$ cat config.mk
export PLATFORM = sky130hd
export DESIGN_NAME = shbus_admit
export DESIGN_NICKNAME = d
export VERILOG_FILES = /design/src/rtl/shbus_pkg.sv /design/src/rtl/shbus_occupancy.sv /design/src/rtl/shbus_retry_queue.sv /design/src/rtl/shbus_admit.sv
export SDC_FILE = /design/constraint.sdc
export NUM_CORES = 1
export LEC_CHECK = 0
export BUFFER_PORTS_ARGS = -buffer_cell sky130_fd_sc_hd__buf_2
export CAP_MARGIN = 20
export CORE_MARGIN = 1.5
export CORE_UTILIZATION = 45
export DETAILED_ROUTE_END_ITERATION = 10
export HOLD_SLACK_MARGIN = 0.02
export MAX_ROUTING_LAYER = met4
export PLACE_DENSITY = 0.71
export SYNTH_ARGS = -nofsm -noshare
export SYNTH_HDL_FRONTEND = slang
export SYNTH_SLANG_ARGS = --single-unit
$ cat constraint.sdc
create_clock -name clk -period 7.95 [get_ports clk]
set_input_delay 1.1925 -clock clk [delete_from_list [all_inputs] [get_ports clk]]
set_output_delay 1.1925 -clock clk [all_outputs]
set_load 0.05 [all_outputs]
$ cat src/rtl/shbus_pkg.sv
package shbus_pkg;

    // Kind flags of one transfer attempt.
    typedef struct packed {
        logic is_req;
        logic is_rsp;
        logic has_dat;
    } shbus_attr_t;

    // Bus cycles an accepted transfer needs.
    function automatic logic [15:0] shbus_beats(input shbus_attr_t a,
                                                input logic [15:0] size_b,
                                                input int          lane_b);
        logic [31:0] t;
        t = '0;
        if (a.is_req)
            t = 32'd1;
        else if (a.has_dat)
            t = (32'(size_b) + 32'(lane_b) - 32'd1) / 32'(lane_b);
        else if (a.is_rsp)
            t = 32'd1;
        return t[15:0];
    endfunction

endpackage

$ cat src/rtl/shbus_occupancy.sv
module shbus_occupancy #(
    parameter int DIV   = 2,
    parameter int OCC_W = 18
) (
    input  logic        clk,
    input  logic        rst,
    input  logic        load,
    input  logic [15:0] beats,
    output logic        idle,
    output logic        busy
);
    localparam int PH_W = (DIV > 1) ? $clog2(DIV) : 1;

    logic [PH_W-1:0]  ph;
    logic [OCC_W-1:0] occ, occ_n, pad, add;

    // Core-cycle phase inside one bus cycle.
    generate
        if (DIV > 1) begin : g_phase
            always_ff @(posedge clk) begin
                if (rst)
                    ph <= '0;
                else if (ph == PH_W'(DIV - 1))
                    ph <= '0;
                else
                    ph <= ph + 1'b1;
            end
        end else begin : g_nophase
            assign ph = '0;
        end
    endgenerate

    // align to the next boundary before adding occupancy.
    always_comb begin
        pad = (ph == '0) ? '0 : (OCC_W'(DIV) - OCC_W'(ph));
        add = pad + OCC_W'(beats) * OCC_W'(DIV);
        occ_n = (occ != '0) ? (occ - 1'b1) : '0;
        if (load)
            occ_n = occ_n + add;
    end

    always_ff @(posedge clk) begin
        if (rst)
            occ <= '0;
        else
            occ <= occ_n;
    end

    assign idle = (occ == '0);
    assign busy = !idle;
endmodule

$ cat src/rtl/shbus_retry_queue.sv
module shbus_retry_queue #(
    parameter int N   = 4,
    parameter int IDW = 2
) (
    input  logic           clk,
    input  logic           rst,
    input  logic           push,
    input  logic [IDW-1:0] push_id,
    input  logic           pop,
    output logic [IDW-1:0] head_id,
    output logic           empty,
    output logic [N-1:0]   queued
);
    localparam int CW = $clog2(N + 1);

    logic [IDW-1:0] q  [N];
    logic [IDW-1:0] qn [N];
    logic [CW-1:0]  cnt, cn;

    always_comb begin
        qn = q;
        cn = cnt;
        if (pop && cnt != '0) begin
            for (int i = 0; i < N - 1; i++)
                qn[i] = q[i + 1];
            cn = cnt - 1'b1;
        end
        if (push && cn < CW'(N)) begin
            for (int i = 0; i < N; i++)
                if (CW'(i) == cn)
                    qn[i] = push_id;
            cn = cn + 1'b1;
        end
    end

    always_ff @(posedge clk) begin
        if (rst) begin
            cnt <= '0;
            for (int i = 0; i < N; i++)
                q[i] <= '0;
        end else begin
            cnt <= cn;
            q   <= qn;
        end
    end

    // Membership map used to keep entries unique.
    always_comb begin
        queued = '0;
        for (int i = 0; i < N; i++)
            if (CW'(i) < cnt)
                queued[q[i]] = 1'b1;
    end

    assign head_id = q[0];
    assign empty   = (cnt == '0);
endmodule

$ cat src/rtl/shbus_admit.sv
module shbus_admit
    import shbus_pkg::*;
#(
    parameter int NPORT      = 4,
    parameter int WIDTH_BITS = 64,
    parameter int DIV        = 2,
    parameter int SZ_W       = 8
) (
    input  logic                  clk,
    input  logic                  rst,
    input  logic [NPORT-1:0]      att_vld_i,
    input  logic [NPORT-1:0]      att_req_i,
    input  logic [NPORT-1:0]      att_rsp_i,
    input  logic [NPORT-1:0]      att_dat_i,
    input  logic [NPORT*SZ_W-1:0] att_size_i,
    input  logic                  dst_rdy_i,
    output logic [NPORT-1:0]      acc_o,
    output logic [NPORT-1:0]      rej_o,
    output logic [NPORT-1:0]      retry_o,
    output logic                  busy_o
);
    localparam int IDW    = (NPORT > 1) ? $clog2(NPORT) : 1;
    localparam int LANE_B = WIDTH_BITS / 8;
    localparam int OCC_W  = 16 + $clog2(DIV + 1) + 1;

    logic              att_any;
    logic [IDW-1:0]    att_id;
    shbus_attr_t       attr;
    logic [SZ_W-1:0]   att_size;
    logic [15:0]       beats;
    logic              idle, busy;
    logic              win_q, gid_ok, admit, reject, strobe, push, pop;
    logic [IDW-1:0]    gid_q, head_id;
    logic              q_empty;
    logic [NPORT-1:0]  queued;

    // Pick the attempting port (at most one is expected).
    always_comb begin
        att_any = 1'b0;
        att_id  = '0;
        for (int i = NPORT - 1; i >= 0; i--)
            if (att_vld_i[i]) begin
                att_any = 1'b1;
                att_id  = IDW'(i);
            end
    end

    always_comb begin
        attr.is_req  = att_req_i[att_id];
        attr.is_rsp  = att_rsp_i[att_id];
        attr.has_dat = att_dat_i[att_id];
        att_size     = att_size_i[att_id*SZ_W +: SZ_W];
        beats        = shbus_beats(attr, 16'(att_size), LANE_B);
    end

    // admission rule.
    assign gid_ok = win_q && (att_id == gid_q);
    assign admit  = att_any && idle && (q_empty || gid_ok) && dst_rdy_i;
    assign reject = att_any && !admit;

    // a waiting port is not queued again.
    assign push   = reject && !queued[att_id];
    // head leaves unless its resend was turned down.
    assign pop    = win_q && !(gid_ok && reject);
    // strobe the head once the bus is idle.
    assign strobe = idle && !q_empty && !win_q;

    always_ff @(posedge clk) begin
        if (rst) begin
            win_q <= 1'b0;
            gid_q <= '0;
        end else begin
            win_q <= strobe;
            if (strobe)
                gid_q <= head_id;
        end
    end

    shbus_occupancy #(
        .DIV   (DIV),
        .OCC_W (OCC_W)
    ) u_occ (
        .clk   (clk),
        .rst   (rst),
        .load  (admit),
        .beats (beats),
        .idle  (idle),
        .busy  (busy)
    );

    shbus_retry_queue #(
        .N   (NPORT),
        .IDW (IDW)
    ) u_rtq (
        .clk     (clk),
        .rst     (rst),
        .push    (push),
        .push_id (att_id),
        .pop     (pop),
        .head_id (head_id),
        .empty   (q_empty),
        .queued  (queued)
    );

    assign acc_o   = admit  ? (NPORT'(1) << att_id)  : '0;
    assign rej_o   = reject ? (NPORT'(1) << att_id)  : '0;
    assign retry_o = strobe ? (NPORT'(1) << head_id) : '0;
    assign busy_o  = busy;
endmodule

==> results of run 1 <==
[power by group]
group / internal (mW) / switching, mW / total (mW)
clock network: 0.0697 / 0.0679 / 0.138
registers: 0.207 / 0.0440 / 0.251
logic: 0.269 / 0.372 / 0.641
[cells by family (layout without fill, tap and decap cells)]
kind of cell             after synthesis  count (layout)  synth area share [%]
AND/OR/NAND/NOR                      159             159                 29.21
AO/OA/AOI/OAI                         88              88                 21.70
flip-flops                            34              34                 24.19
buffers and inverters                 32              90                 4.446
adder cells (fa/ha/maj)               24              24                 10.94
XOR/XNOR                              20              20                 6.225
multiplexers                           9               9                 3.290
[sequential cells by signal (all words and copies together), names as in the netlist]
register,flops
u_rtq.q,6
win_q,1
u_rtq.cnt,3
u_occ.occ,19
u_rtq.head_id,2
gid_q,2
u_occ.ph,1
[path summary, 6_finish.rpt]
check / start / depth (start not counted) / endpoint
worst max-delay path: att_vld_i[0] / 17 / u_occ.occ[7]
worst min-delay path: u_occ.ph / 1 / u_occ.ph
worst max register to register: u_occ.occ[13] / 15 / u_occ.occ[7]
worst min register to register: u_occ.ph / 1 / u_occ.ph
[per-layer routing]
metal  wire length [µm]  part of all wire, %  track usage, %  vias up
met2               3196                   45           37.95       93
li1                   -                    -               -     1440
met5                  0                    0               -        -
met4                153                  2.2           7.458        0
met3                410                  5.8           4.778       15
met1               3332                   47           30.29     1282
[cell usage in the layout (no fill, tap or decap), drive strengths merged, types with 8 or more instances in the layout]
| cell | Yosys | routed |
|---|---|---|
| nor2 | 53 | 53 |
| nor3b | 9 | 9 |
| o31ai | 10 | 10 |
| a21oi | 26 | 26 |
| dfxtp | 34 | 34 |
| nand4 | 8 | 8 |
| nand2 | 22 | 22 |
| inv | 16 | 16 |
| buf | 3 | 66 |
| ha | 23 | 23 |
| nor3 | 21 | 21 |
| nand3 | 8 | 8 |
| xor2 | 10 | 10 |
| xnor2 | 10 | 10 |
| nor2b | 8 | 8 |
| o21ai | 14 | 14 |
[metrics by stage]
| step | setup slack [ns] | cell area [µm²] | hold WS (ns) | power, mW | util (%) |
|---|---|---|---|---|---|
| after floorplan | 3.574 | 2814 | 0.3992 | 0.7515 | - |
| after global placement | 3.231 | 3181 | 0.4099 | 0.8752 | 53.09 |
| after detailed placement | 3.084 | 3181 | 0.4163 | 0.8876 | 53.09 |
| after CTS | 3.389 | 3276 | 0.4280 | 1.030 | 54.68 |
| after global routing | 2.998 | 3276 | 0.4627 | 1.139 | 54.68 |
| final | 3.409 | 3276 | 0.4296 | 1.029 | 54.68 |
[layout make-up]
class                           instances  area [µm²]  share of cell area [%]
Clock inverter                          2       12.51                  0.3820
Tap cell                               75       93.84                   2.865
Multi-Input combinational cell        300        2008                   61.31
Inverter                               16       60.06                   1.833
Clock buffer                            6       82.58                   2.521
Sequential cell                        34       680.7                   20.78
Timing Repair Buffer                   66       337.8                   10.31
[critical path: cells and delay by family]
kind	cells	cell delay, ns
simple gates	3	0.76
compound gates	8	1.39
xor+xnor	2	0.26
buf+inv	1	0.20
fa+ha+maj	3	0.90
==> out/metrics.cfg, run 1 <==
[run_status]
status = completed

[drt]
drt_wl_total_mm = 7.092
first_pass_iters = 4
viasPerCell = 5.671
wl_per_cell_um = 14.21
ant_nets = 0
drc = 0
vias = 2830
drtIter0Drc = 146

[synthesis]
yosys-top-cells-area = dfxtp_1 (24%), ha_1 (10%), nor2_1 (7.1%)
synth_area_leader_cell = dfxtp_1
synth_top_area_share_pct = 24.19
synth-edff-count = 0
ys_ff_latch = 34
async_flop_share_pct = 0
avgSynthCellArea_um2 = 7.688
yosysMostFrequentCell = nor2_1
yosysWarnings = 0
synthCells = 366
ys_seq_area_share_pct = 24.19
ys_dominant_reg_cell = dfxtp_1
synth.distinct_cells = 61
synth_common_cells = nor2_1 (53), dfxtp_1 (34), a21oi_1 (26)
synth_area_um2 = 2814
synth_fp_nets = 441

[critical_path]
critPathArrivalTime_ns = 4.71
cp-end-kind = register
max_stage_delay_ns = 0.66
rrSetupSlack_ns = 4.27
setup.worst_path.class = in -> reg
cp_max_fo = 20
slowest_stage = nor4b_2
cp_common_cell = a21oi_1
worst_setup_path_start_kind = input port
crit_required_ns = 8.12
crit_chain = buf_2, nor4b_2, o31ai_1, o2111ai_1, xor2_1, nor2_1, o21ai_0, ha_1, ha_1, fa_1, a21o_1, a21oi_1, o21bai_1, a21oi_1, xnor2_1, a21oi_1, nor2_1

[cells_and_area]
drive_gt1_share_pct = 19.81
nets = 498
n_fill_cell = 568
syn2layout_area_growth_pct = 16.41
final_cells = 499
n_antenna_cell = 0

[clock_tree]
postCtsHoldBufs = 0
clock_path_buffers = 2
htree_levels = 2
cts_resized = 0
cts_setup_buffers = 0
clk_pin_slew_ns = 0.07
cts_buffers = 5
clock_sinks = 34
cts-root-buf = clkbuf_8
cts_tree = done
clkLatencyLatePin_ns = 0.29

[pwr]
p_leak_nw = 1.436
peakVddDrop_v = 0.0001981
p_per_area_nw_per_um2 = 314.1

[sta]
rsz0062_at_grt = no
tightest_slew_ns = 0.7461
finalHoldViolations = 0
fmax_mhz = 220.2
fin_crit_sh_pct = 57.12
skew_ns = 0.003602
fin_setup_tns_ns = 0
slew_violations = 0
setup_violations = 0
period_minus_slack_ns = 4.541
slew-limit-headroom_pct = 50.13

[global_route]
grt_use_total_pct = 23.86
grt_max_degree = 29
grt_pass1_vias = 2689
gr-total-overflow = 0
antenna_found_initial = 0
grt_pass1_wl_mm = 12.11

[floorplan]
die-area_um2 = 6736
die_x_um = 82.08
chipHeight_um = 82.08
ios = 64
start_util_pct = 46.97
core_area_um2 = 5991
rows = 28

[placement]
dpl.cell_count = 491
place_hpwl_mm = 5.591
routabilityCongestion = 0.9307
port_buffers = 63

[worst_hold_path]
hp-class = reg -> reg

[run]
cap_violations = 0

Note: power is estimated with default switching activity, not from simulation.
==> run 2: changes to the inputs <==
- clock period: 7.95 -> 4.8 ns (I/O delays scaled with it)
==> run 2 against run 1 <==
  * Power increased by 67%
  * Worst hold slack lost 0.0034 ns
  * Cell area up 0.23%
  * Non-clock buffer count up 1
  * Sequential share of layout area is essentially flat
  * Clock skew increased by 0.0032 ns
  * Utilization rose by 0.13 points
  * Largest cell class unchanged
==> out/metrics.cfg, run 2 (synthesized netlist as in run 1, its figures left out) <==
[critical_path]
setup.worst_path.class = in -> reg
critPathArrivalTime_ns = 4.14
cp_max_fo = 20
cp-end-kind = register
cp-startpoint = att_vld_i[0]
rr_startpoint = u_occ.occ[13]
crit_required_ns = 4.97
worst_setup_path_start_kind = input port

[clock_tree]
clk_pin_slew_ns = 0.07
clock_path_buffers = 2
clock_sinks = 34
cts_tree = done
cts_setup_buffers = 0
cts-root-buf = clkbuf_8
cts_resized = 0
postCtsHoldBufs = 0
clkLatencyLatePin_ns = 0.30
htree_levels = 2
cts_buffers = 5

[sta]
tightest_slew_ns = 0.5889
fmax_mhz = 251.7
hold-worst-slack_ns = 0.4263
rsz0062_at_grt = no
finalHoldViolations = 0
slew-limit-headroom_pct = 60.44
period_minus_slack_ns = 3.974
skew_ns = 0.006768
fin_crit_sh_pct = 82.79
fin_setup_tns_ns = 0
setup_violations = 0
slew_violations = 0

[placement]
dpl_cell_area_um2 = 3188
port_buffers = 63
routabilityCongestion = 0.9935
place_hpwl_mm = 5.695

[cells_and_area]
reg.largest.list = u_occ.occ: 19 flops, u_rtq.q: 6 flops, u_rtq.cnt: 3 flops
regMostFlops = u_occ.occ
n_antenna_cell = 0
drive_gt1_share_pct = 20.00
final_cell_mix = buf_2 (63), nor2_1 (53), dfxtp_1 (34)
final_common_cell = buf_2
nets = 499
largest_reg_flops = 19
syn2layout_area_growth_pct = 16.67
stdcell_area_um2 = 3283

[floorplan]
core_area_um2 = 5991
start_util_pct = 46.97
die_x_um = 82.08
die-area_um2 = 6736
chipHeight_um = 82.08
rows = 28
ios = 64

[global_route]
grt_pass1_wl_mm = 12.21
grt_use_total_pct = 24.05
antenna_found_initial = 0
grt_pass1_vias = 2610
gr-total-overflow = 0
grt_max_degree = 29

[pwr]
p_int_mw = 0.9054
p_sw_share_pct = 47.19
p_clk_share_pct = 13.2
p_per_area_nw_per_um2 = 522.2
power_mw = 1.714
p_switching_mw = 0.8091
seq_power_share_pct = 24.3
combPwrFrac_pct = 62.5
p_leak_nw = 1.442
peakVddDrop_v = 0.0003012

[drt]
first_pass_iters = 5
vias = 2852
wl_per_cell_um = 14.46
drc = 0
ant_nets = 0
viasPerCell = 5.704
drtIter0Drc = 164
drt_wl_total_mm = 7.228

[worst_hold_path]
hp-class = reg -> reg
hold_start = u_occ.ph

[run_status]
status = completed

[run]
cap_violations = 0

==> run 2: cell count changes in the layout (fill, tap and decap cells not counted) <==
cell	delta
buf_4	+1
==> run 2: cell type report <==
class / count / area [µm²]
fillers: 581 / 2708
multi-input cells: 300 / 2008
flip-flops and latches: 34 / 680.7
repair buffers: 67 / 345.3
well taps: 75 / 93.84
clock buffers: 6 / 82.58
inverters: 16 / 60.06
clock inverters: 2 / 12.51
==> run 2: power by group through the flow <==
stage | registers [mW] | logic, mW | clock network [mW]
after floorplan | 0.387 | 0.858 | 0
after global placement | 0.418 | 1.03 | 0
after detailed placement | 0.420 | 1.06 | 0
after CTS | 0.414 | 1.07 | 0.228
after global routing | 0.425 | 1.21 | 0.243
final | 0.417 | 1.07 | 0.226
==> run 2: worst paths after layout <==
kind,slack [ns],cells after the start,to
hold reg to reg,0.43,1,u_occ.ph
setup / recovery,0.83,17,u_occ.occ[7]
setup reg to reg,1.03,15,u_occ.occ[7]
hold / removal,0.43,1,u_occ.ph
==> run 2: through the flow <==
stage / utilization [%] / setup slack (ns) / std cells
final: 54.80 / 0.8263 / 500
after global routing: 54.80 / 0.5219 / 500
after CTS: 54.80 / 0.8312 / 500
after detailed placement: 53.22 / 0.5341 / 492
after global placement: 53.22 / 0.7191 / 492
after floorplan: - / 0.8966 / 366
==> run 2: critical path, stage by stage <==
cell and delay, ns:
buf_2 0.20, nor3b_1 0.50, o31ai_1 0.15, o2111ai_1 0.24
xor2_1 0.19, nor2_1 0.06, o21ai_0 0.19, ha_1 0.26
ha_1 0.23, fa_1 0.41, a21o_1 0.20, a21oi_1 0.24
o21bai_1 0.09, a21oi_1 0.19, xnor2_1 0.08, a21oi_1 0.14
nor2_1 0.05
==> run 2: layer usage <==
layer	wire length [µm]	global-route usage, %
met1	3445	31.06
met2	3262	37.62
met3	370	4.111
met4	149	8.644
met5	0	-
==> run 3: changes to the inputs <==
- clock period: 4.8 -> 4.1 ns (I/O delays scaled with it)
==> run 3 against run 2 <==
  * Global-route usage is essentially flat
  * Cell area grew 0.42%
  * Clock-buffer cell count shrank 1
  * Utilization grew 0.23 points
  * Non-clock buffer count grew 4
  * Clock power grew 2%
  * Sequential share of layout area shrank 0.087 points
  * Setup slack lost 0.47 ns
  * Critical path depth is the same
  * Power grew 15%
  * Worst hold slack lost 0.0034 ns
  * First-iteration DRC count shrank 11%
  * Largest cell class unchanged
==> out/metrics.cfg, run 3 (synthesized netlist as in run 1, its figures left out) <==
[run_status]
status = completed

[critical_path]
cp-startpoint = att_vld_i[1]
path_buf_inv = 1
rrSetupSlack_ns = 0.39
crit_family = compound AO/OA/AOI/OAI gates
cp_common_cell = a21oi_1
worst-path-stages = 17
reg2reg_depth = 15
setup.worst_path.class = in -> reg
r2r_end = u_occ.occ[7]
max_stage_delay_ns = 0.41
crit_required_ns = 4.25
crit_chain = buf_2, nor4b_2, o31ai_1, o2111ai_1, xor2_1, nor2_1, o21ai_0, ha_1, ha_1, fa_1, a21o_1, a21oi_1, o21bai_1, a21oi_1, xnor2_1, a21oi_1, nor2_1
cp_max_fo = 14
slowest_stage = nor4b_2
critPathArrivalTime_ns = 3.90
cp-end-kind = register
rr_startpoint = u_occ.occ[13]
endpoint = u_occ.occ[7]
worst_setup_path_start_kind = input port

[cells_and_area]
final_core_util_pct = 55.03
n_antenna_cell = 0
reg.largest.list = u_occ.occ: 19 flops, u_rtq.q: 6 flops, u_rtq.cnt: 3 flops
nets = 503
regMostFlops = u_occ.occ
largest_reg_flops = 19
final_common_cell = buf_2
final_cell_mix = buf_2 (63), nor2_1 (53), dfxtp_1 (34)
n_fill_cell = 594
drive_gt1_share_pct = 20.56
syn2layout_area_growth_pct = 17.16

[sta]
setup_slack_ns = 0.3551
finalHoldViolations = 0
fmax_mhz = 267.0
setup_violations = 0
period_minus_slack_ns = 3.745
fin_crit_sh_pct = 91.34
tightest_slew_ns = 0.6101
rsz0062_at_grt = no
fin_setup_tns_ns = 0
slew-limit-headroom_pct = 58.16
slew_violations = 0
skew_ns = 0.005399

[drt]
ant_nets = 0
drt_wl_total_mm = 7.243
drc = 0
viasPerCell = 5.638
vias = 2836
first_pass_iters = 4
wl_per_cell_um = 14.40
drtIter0Drc = 146

[clock_tree]
htree_levels = 2
cts_tree = done
cts_resized = 0
clock_sinks = 34
cts_setup_buffers = 0
clk_pin_slew_ns = 0.07
clkLatencyLatePin_ns = 0.28
postCtsHoldBufs = 0
clock_path_buffers = 2
cts_buffers = 5
cts-root-buf = clkbuf_8

[pwr]
p_switching_mw = 0.9292
combPwrFrac_pct = 63.8
p_leak_nw = 1.458
p_sw_share_pct = 47.02
peakVddDrop_v = 0.0004397
p_clk_share_pct = 11.6
seq_power_share_pct = 24.5
power_mw = 1.976
p_per_area_nw_per_um2 = 599.4
p_int_mw = 1.047

[floorplan]
core_area_um2 = 5991
die_x_um = 82.08
ios = 64
start_util_pct = 46.97
rows = 28
chipHeight_um = 82.08
die-area_um2 = 6736

[global_route]
grt_max_degree = 29
grt_pass1_wl_mm = 12.10
gr-total-overflow = 0
grt_pass1_vias = 2626
antenna_found_initial = 0
grt_use_total_pct = 24.04

[worst_hold_path]
hp-class = reg -> reg

[placement]
place_ws_ns = 0.09866
routabilityCongestion = 0.9162
port_buffers = 63
place_hpwl_mm = 5.799

[run]
cap_violations = 0

-- run 3: worst min-delay path by stage --
stage | startpoint | endpoint | depth (start not counted)
after floorplan | u_occ.ph | u_occ.ph | 1
after global placement | u_occ.ph | u_occ.ph | 1
after detailed placement | u_occ.ph | u_occ.ph | 1
after CTS | u_occ.ph | u_occ.ph | 1
after global routing | u_occ.ph | u_occ.ph | 1
final | u_occ.ph | u_occ.ph | 1
-- run 3: area by class of cell --
cell class	count	area, µm²	area share [%]
clock buffers	5	68.82	2.087
clock inverters	2	10.01	0.3036
inverters	16	60.06	1.822
well taps	75	93.84	2.846
multi-input cells	300	2008	60.91
flip-flops and latches	34	680.7	20.65
repair buffers	71	375.4	11.39
-- run 3: stage by stage --
step	hold slack [ns]	instance area, µm²	std cells
final	0.4229	3297	503
after global routing	0.4495	3297	503
after CTS	0.4258	3297	503
after detailed placement	0.4125	3218	496
after global placement	0.4100	3218	496
after floorplan	0.3992	2814	366
-- run 3: per-layer routing --
| layer | up-vias | track usage [%] | wire length [µm] |
|---|---|---|---|
| li1 | 1450 | - | - |
| met1 | 1301 | 31.50 | 3520 |
| met2 | 77 | 39.02 | 3338 |
| met3 | 8 | 3.000 | 314 |
| met4 | 0 | 6.271 | 70 |
| met5 | - | - | 0 |
-- run 3: power groups by stage --
stage / sequential [mW] / combinational, mW / clock (mW)
2_1_floorplan: 0.453 / 1.00 / 0
3_3_place_gp: 0.489 / 1.22 / 0
3_5_place_dp: 0.491 / 1.25 / 0
4_1_cts: 0.484 / 1.26 / 0.238
5_1_grt: 0.498 / 1.41 / 0.248
6_report: 0.485 / 1.26 / 0.230
